$ cat src/rtl/sadc_pkg.sv
package sadc_pkg;
  localparam int DATA_W   = 8;
  localparam int CHAN_W   = 2;
  localparam int NIB_W    = 4;
  localparam logic ADDR_CTRL = 1'b0;
  localparam logic ADDR_AUX  = 1'b1;
  // control byte bit positions
  localparam int CTRL_START_BIT = 2;
  localparam int CTRL_RES_BIT   = 3;
  // auxiliary byte bit positions
  localparam int AUX_WATCH_BIT  = 7;

  typedef struct packed {
    logic              watch;
    logic [DATA_W-1:0] dac;
    logic [CHAN_W-1:0] chan;
  } sadc_cfg_t;
endpackage

$ cat src/rtl/sadc_sync.sv
module sadc_sync #(
  parameter int STAGES = 2
) (
  input  logic clk,
  input  logic rst,
  input  logic din,
  output logic dout
);
  logic [STAGES-1:0] chain;

  always_ff @(posedge clk) begin
    if (rst) chain[0] <= 1'b0;
    else     chain[0] <= din;
  end

  for (genvar i = 1; i < STAGES; i++) begin : g_stage
    always_ff @(posedge clk) begin
      if (rst) chain[i] <= 1'b0;
      else     chain[i] <= chain[i-1];
    end
  end

  assign dout = chain[STAGES-1];
endmodule

$ cat src/rtl/sadc_regs.sv
module sadc_regs
  import sadc_pkg::*;
#(
  parameter int SYNC_STAGES = 2,
  localparam int SETTLE_W = $clog2(SYNC_STAGES + 1)
) (
  input  logic              clk,
  input  logic              rst,
  input  logic              wr_en,
  input  logic              wr_addr,
  input  logic [DATA_W-1:0] wr_data,
  input  logic              done,
  output sadc_cfg_t         cfg_q,
  output logic              watch_nxt,
  output logic              start_q,
  output logic              settle_idle
);
  logic          ctrl_we, aux_we;
  sadc_cfg_t     cfg_d;
  logic          cfg_chg;
  logic [SETTLE_W-1:0] settle_q;
  logic          unused_bits;

  assign ctrl_we = wr_en && (wr_addr == ADDR_CTRL);
  assign aux_we  = wr_en && (wr_addr == ADDR_AUX);
  assign unused_bits = ^{wr_data[6:4], wr_data[CTRL_RES_BIT]};

  always_comb begin
    cfg_d = cfg_q;
    if (ctrl_we) begin
      cfg_d.chan                   = wr_data[CHAN_W-1:0];
      cfg_d.dac[DATA_W-1:NIB_W]    = wr_data[DATA_W-1:NIB_W];
    end
    if (aux_we) begin
      cfg_d.dac[NIB_W-1:0]         = wr_data[NIB_W-1:0];
      cfg_d.watch                  = wr_data[AUX_WATCH_BIT];
    end
  end

  assign cfg_chg   = (cfg_d.chan != cfg_q.chan) || (cfg_d.dac != cfg_q.dac);
  assign watch_nxt = cfg_d.watch;

  always_ff @(posedge clk) begin
    if (rst) cfg_q <= '0;
    else     cfg_q <= cfg_d;
  end

  always_ff @(posedge clk) begin
    if (rst)                 settle_q <= '0;
    else if (cfg_chg)        settle_q <= SETTLE_W'(SYNC_STAGES);
    else if (settle_q != '0) settle_q <= settle_q - 1'b1;
  end

  assign settle_idle = (settle_q == '0);

  always_ff @(posedge clk) begin
    if (rst) start_q <= 1'b0;
    else     start_q <= (start_q & ~done) | (ctrl_we & wr_data[CTRL_START_BIT]);
  end
endmodule

$ cat src/rtl/sadc_core.sv
module sadc_core (
  input  logic clk,
  input  logic rst,
  input  logic start_q,
  input  logic settle_idle,
  input  logic cmp_s,
  input  logic watch_nxt,
  output logic done,
  output logic res_q,
  output logic irq_q
);
  assign done = start_q & settle_idle;

  always_ff @(posedge clk) begin
    if (rst)       res_q <= 1'b0;
    else if (done) res_q <= cmp_s;
  end

  always_ff @(posedge clk) begin
    if (rst) irq_q <= 1'b0;
    else     irq_q <= watch_nxt & ~cmp_s;
  end
endmodule

$ cat src/rtl/sadc_assist.sv
module sadc_assist
  import sadc_pkg::*;
#(
  parameter int SYNC_STAGES = 2
) (
  input  logic              clk,
  input  logic              rst,
  input  logic              wr_en,
  input  logic              wr_addr,
  input  logic [7:0]        wr_data,
  input  logic              rd_addr,
  output logic [7:0]        rd_data,
  output logic [1:0]        chan_sel,
  output logic [7:0]        dac_code,
  input  logic              cmp_in,
  output logic              wake_irq
);
  sadc_cfg_t cfg_q;
  logic watch_nxt, start_q, settle_idle, done, res_q, cmp_s, irq_q, dc_en;

  sadc_regs #(.SYNC_STAGES(SYNC_STAGES)) u_regs (
    .clk(clk), .rst(rst), .wr_en(wr_en), .wr_addr(wr_addr), .wr_data(wr_data),
    .done(done), .cfg_q(cfg_q), .watch_nxt(watch_nxt), .start_q(start_q),
    .settle_idle(settle_idle)
  );

  sadc_sync #(.STAGES(SYNC_STAGES)) u_sync (
    .clk(clk), .rst(rst), .din(cmp_in), .dout(cmp_s)
  );

  sadc_core u_core (
    .clk(clk), .rst(rst), .start_q(start_q), .settle_idle(settle_idle),
    .cmp_s(cmp_s), .watch_nxt(watch_nxt), .done(done), .res_q(res_q),
    .irq_q(irq_q)
  );

  assign chan_sel = cfg_q.chan;
  assign dac_code = cfg_q.dac;
  assign dc_en    = cfg_q.watch;
  assign wake_irq = irq_q;

  always_ff @(posedge clk) begin
    if (rst) rd_data <= '0;
    else if (rd_addr == ADDR_CTRL)
      rd_data <= {cfg_q.dac[DATA_W-1:NIB_W], res_q, start_q, cfg_q.chan};
    else
      rd_data <= {cfg_q.watch, 3'b000, cfg_q.dac[NIB_W-1:0]};
  end
endmodule

$ cat config.mk
export PLATFORM = sky130hd
export DESIGN_NAME = sadc_assist
export DESIGN_NICKNAME = d
export VERILOG_FILES = /design/src/rtl/sadc_pkg.sv /design/src/rtl/sadc_sync.sv /design/src/rtl/sadc_regs.sv /design/src/rtl/sadc_core.sv /design/src/rtl/sadc_assist.sv
export SDC_FILE = /design/constraint.sdc
export NUM_CORES = 1
export LEC_CHECK = 0
export BUFFER_PORTS_ARGS = -buffer_cell sky130_fd_sc_hd__buf_4
export CAP_MARGIN = 20
export CORE_MARGIN = 1
export CORE_UTILIZATION = 40
export CTS_BUF_LIST = sky130_fd_sc_hd__clkbuf_16
export CTS_CLUSTER_SIZE = 8
export DETAILED_ROUTE_END_ITERATION = 10
export GPL_TIMING_DRIVEN = 0
export PLACE_DENSITY = 0.71
export SKIP_LAST_GASP = 1
export SLEW_MARGIN = 30
export SYNTH_ARGS = -nofsm -noshare
export SYNTH_HDL_FRONTEND = slang
export SYNTH_SLANG_ARGS = --single-unit
export TNS_END_PERCENT = 100
$ cat constraint.sdc
create_clock -name clk -period 3.85 [get_ports clk]
set_clock_uncertainty 0.05 [all_clocks]
set_input_delay 0.5775 -clock clk [delete_from_list [all_inputs] [get_ports clk]]
set_output_delay 0.5775 -clock clk [all_outputs]
set_load 0.01 [all_outputs]
# After elaboration in Yosys (flattened, before gate mapping)
# Cells that the tools add are included.
[totals] register_bits=26 word_cells=38 output_inout_bits=19 input_bits=14
[op_classes] n_bitwise=8 reduce_logical=8 addsub=1 mux=7 n_eq_ne=2
[op_table] cell="2-to-1 mux 4 bit" count=2
[op_table] cell="2-to-1 mux 8 bit" count=1
[op_table] cell="!= test 8 bit" count=1
[op_table] cell="2-to-1 mux 2 bit" count=3
[op_table] cell="bitwise AND 1 bit" count=4
[op_table] cell="nonzero test 2 bit" count=2
[op_table] cell="OR reduction 2 bit" count=2
[op_table] cell="inverter 1 bit" count=3
[op_table] cell="logical AND 1 bit" count=2
[op_table] cell="logical NOT 2 bit" count=1
[op_table] cell="!= test 2 bit" count=1
[op_table] cell="subtractor 2 x 1 -> 2 bit, second input constant" count=1
[op_table] cell="logical OR 1 bit" count=1
[op_table] cell="2-to-1 mux 1 bit" count=1
[op_table] cell="bitwise OR 1 bit" count=1

# Logic depth before layout (Yosys ltp)
[logic_depth] depth_word=6 depth_mapped=5 ltp_nobuf=5

# Cells and area by module
# Synthesis repeated with hierarchy kept, for this count alone.
[unflattened] hier_cells=119 hier_area_um2=1081.0
[modules_own_cells] module="sadc_regs" n_inst=1 cells_per_inst=85 area_per_inst_um2=684.4
[modules_own_cells] module="sadc_assist" n_inst=1 cells_per_inst=23 area_per_inst_um2=265.3
[modules_own_cells] module="sadc_core" n_inst=1 cells_per_inst=7 area_per_inst_um2=78.8
[modules_own_cells] module="sadc_sync" n_inst=1 cells_per_inst=4 area_per_inst_um2=52.6

# Least setup slack after synthesis
# No wires, ideal clock.
[synth_timing] path_type="input-to-reg" from="input wr_en" to="register u_regs.settle_q[1]" path_stages=5 required_time_ps=3685 n_path_buf=1 slack_ps=2349 t_arrival_ps=1336 path_cell_list="clkbuf_8 nand2_1 o22a_2 nand4_2 o21ba_1"
[synth_between] elab_chain_cells=5
[synth_lines] item="start: declaration" line="sadc_assist.sv:8" source="input logic wr_en,"
[synth_lines] item="logical AND 1 bit (on tied branches)" line="sadc_regs.sv:25, sadc_regs.sv:24"
[synth_lines] item="2-to-1 mux 4 bit, or another cell as far along" line="sadc_regs.sv:34" source="if (aux_we) begin"
[synth_lines] item="!= test 8 bit / != test 2 bit (equally long branches)" line="sadc_regs.sv:40" source="assign cfg_chg = (cfg_d.chan != cfg_q.chan) || (cfg_d.dac != cfg_q.dac);"
[synth_lines] item="logical OR 1 bit *" line="sadc_regs.sv:40"
[synth_lines] item="2-to-1 mux 2 bit / nonzero test 2 bit (equally long branches)"
[synth_lines] item="end signal: assignment" line="sadc_regs.sv:50" source="else if (cfg_chg) settle_q <= SETTLE_W'(SYNC_STAGES);"
[synth_lines] item="end signal: assignment" line="sadc_regs.sv:51" source="else if (settle_q != '0) settle_q <= settle_q - 1'b1;"
[synth_lines] item="end: declaration" line="sadc_regs.sv:21" source="logic [SETTLE_W-1:0] settle_q;"
# Mark *: on every way between the ends. The rest lies on a longest branch, timed or not.
# A chain may end at the register's enable or synchronous reset.

# Worst setup path in the final report
[layout_timing] from="register, netlist name u_regs.cfg_q[0]" to="output chan_sel[0]"
[layout_rtl] item="end: declaration" line="sadc_assist.sv:13" source="output logic [1:0] chan_sel,"
# No word-level cell between the ends.

==> results.py <==
metrics = {
    "run_status": {
        "status": "complete, no violations",
    },
    "worst_setup_path": {
        "end_kind": "output pin",
        "cp.arrival_ns": 0.95,
        "critPathKind": "register to output pin",
        "required_ns": 3.22,
        "r2r_slack_ns": 2.51,
        "rr_worst_depth": 5,
        "cp-start-kind": "register",
        "r2r_start": "u_regs.cfg_q[7]",
        "worst_r2r_endpoint": "u_regs.settle_q[1]",
        "critPathMaxFanout": 5,
    },
    "finish": {
        "multi_input_area_um2": 498,
        "n_antenna_cell": 0,
        "area_growth_pct": 29.5,
        "final_util_pct": 54.6,
        "fin_cells": 195,
        "drive_above_1_share_pct": 34.1,
        "finalNetCount": 179,
        "final_area_um2": 1510,
        "seq_area_um2": 520,
        "nFillCells": 262,
    },
    "sta": {
        "slew_headroom_pct": 64.0,
        "hold_viol": 0,
        "setup_tns_ns": 0,
        "fmax_mhz": 635,
        "worstMarginPinSlew_ns": 0.539,
        "min_period_over_period_pct": 40.9,
        "maxSlewViolCount": 0,
        "setup_viol": 0,
        "post-route-min-period_ns": 1.58,
        "rsz0062_at_grt": "false",
    },
    "clocking": {
        "post_cts_buffers": 0,
        "cts-resized-gates": 0,
        "htree_levels": 1,
        "cts-root-buf": "clkbuf_16",
        "clock_latency_ns": 0.26,
        "cts_buffer_depth": 2,
        "clk_pin_slew_ns": 0.06,
        "cts_tree": "yes",
        "cts.sinks": 26,
        "cts_buffers": 3,
        "cts-hold-fix-buffers": 0,
    },
    "synth": {
        "synth_edf_count": 0,
        "syn_area_per_cell_um2": 8.95,
        "async_reset_ff_share_pct": 0,
        "yosysSeqAreaShare_pct": 44.7,
        "ys.flop_type": "dfxtp_1",
        "synth.distinct_cells": 31,
        "ys_warn_count": 0,
        "syn_nets": 144,
        "netlist_area_um2": 1160,
        "ys_ff_latch": 26,
        "syn_inst": 130,
    },
    "min_path": {
        "min_path_cells": 1,
        "hold_path_class": "register to register",
        "holdCritStartpoint": "u_sync.chain[0]",
        "hold_end": "u_sync.dout",
    },
    "power": {
        "irDropWorstVdd_mv": 0.259,
        "power_density_nw_per_um2": 397,
        "p_total_mw": 0.598,
        "power.leakage_nw": 0.669,
    },
    "global_routing": {
        "antenna_found_initial": 0,
        "grt_usage_pct": 17.2,
        "grt_max_degree": 15,
        "grt_overflow": 0,
        "grt_pass1_wl_um": 4070,
        "grt_pass1_vias": 866,
    },
    "die": {
        "die_h_um": 55.9,
        "initial_core_util_pct": 42.2,
        "die_w_um": 55.9,
        "top_level_ports": 33,
        "dieArea_um2": 3130,
        "num_rows": 19,
        "core-area_um2": 2760,
    },
    "place": {
        "placed_area_um2": 1430,
        "placed_cells": 191,
        "gp_congestion": 0.875,
        "io_buffer_count": 30,
        "post-dp-hpwl_um": 1800,
    },
    "detailed_routing": {
        "final_antenna_net_count": 0,
        "dr.first_iter.drc_count": 29,
        "route.detailed.drc": 0,
        "viasPerCell": 4.99,
        "wl_um": 2450,
        "first_pass_iters": 4,
        "vias": 973,
        "wl_per_cell_um": 12.5,
    },
    "job": {
        "drv_cap": 0,
    },
}
[final cells by class]
| class | count | share of cell area, % |
|---|---|---|
| inverter | 9 | 2.24 |
| sequential | 26 | 34.6 |
| buffer | 15 | 7.39 |
| clock inverter | 1 | 0.249 |
| multi-input combinational | 80 | 33.1 |
| clock buffer | 3 | 4.98 |
| timing repair buffer | 30 | 15.0 |
| tap | 31 | 2.57 |
[cells in the final DEF, fill, tap and decap left out]
cell and instances:
nor3_1 2, clkbuf_1 3, nor2b_1 3, o21ba_1 1
o311ai_2 2, nand3_1 5, inv_2 2, nor2_1 9
clkbuf_16 3, nand2b_2 1, o22ai_1 1, o221ai_2 1
inv_1 7, nor4b_2 1, o22a_2 1, clkinv_1 1
o2bb2ai_1 1, dfxtp_1 26, o221ai_1 1, nand2b_1 1
mux2i_1 6, buf_4 40, clkbuf_8 1, nand2_1 20
a22oi_1 2, buf_6 1, o21ai_0 3, o211ai_2 1
a22o_2 1, nand4_2 1, a221o_1 1, and2_1 3
a21oi_1 12
[state kept, by name (all words and copies together), names as in the netlist]
register,cells
u_regs.cfg_q,11
rd_data,8
u_regs.settle_q,2
u_core.irq_q,1
u_core.res_q,1
u_regs.start_q,1
u_sync.chain,1
u_sync.dout,1
[report_power, final]
part	internal, mW	switching, mW
Combinational	0.0418	0.0392
Sequential	0.280	0.00841
Clock	0.139	0.0901
[metal layers]
layer	routed length [µm]	track usage (%)	share of wire (%)
met5	0	0	0
met1	1110	22.5	45
met4	47	8.36	1.9
met2	1180	27.0	48
met3	106	3.72	4.3
[cells in the mapped netlist, types with 2 or more instances]
cell type | count | share of area (%)
mux2i_1 | 6 | 5.2
dfxtp_1 | 26 | 45
nand3_1 | 5 | 2.2
inv_1 | 7 | 2.3
nand2_1 | 20 | 6.5
clkbuf_1 | 3 | 0.97
o311ai_2 | 2 | 2.8
and2_1 | 3 | 1.6
inv_2 | 2 | 0.65
nor3_1 | 2 | 0.86
nor2b_1 | 3 | 1.6
nor2_1 | 9 | 2.9
buf_4 | 10 | 6.5
a22oi_1 | 2 | 1.3
a21oi_1 | 12 | 5.2
o21ai_0 | 3 | 1.3
[stage by stage]
step / setup slack [ns] / hold slack, ns
after global placement: 2.16 / 0.370
after CTS: 2.27 / 0.399
after global routing: 2.24 / 0.410
after floorplan: 2.35 / 0.351
after detailed placement: 2.15 / 0.388
final: 2.27 / 0.394
[cell families after synthesis]
logic type	after synthesis	share of synthesized area [%]
compound gates	28	18.4
buf+inv	24	12.5
flops	26	44.7
mux	6	5.16
simple gates	46	19.2
[worst max-delay path by stage]
stage,start,to,slack (ns),cells after the start
2_1_floorplan,wr_en,u_regs.settle_q[1],2.35,5
3_3_place_gp,wr_data[0],u_regs.settle_q[1],2.16,6
3_5_place_dp,wr_data[0],u_regs.settle_q[1],2.15,6
4_1_cts,u_regs.cfg_q[0],chan_sel[0],2.27,2
5_1_grt,u_regs.cfg_q[0],chan_sel[0],2.24,2
6_report,u_regs.cfg_q[0],chan_sel[0],2.27,2
[worst max-delay path, cell delays in order (launching register included)]
cell     delay, ns
dfxtp_1       0.44
buf_4         0.15
buf_4         0.10
Note: power is estimated with default switching activity, not from simulation.
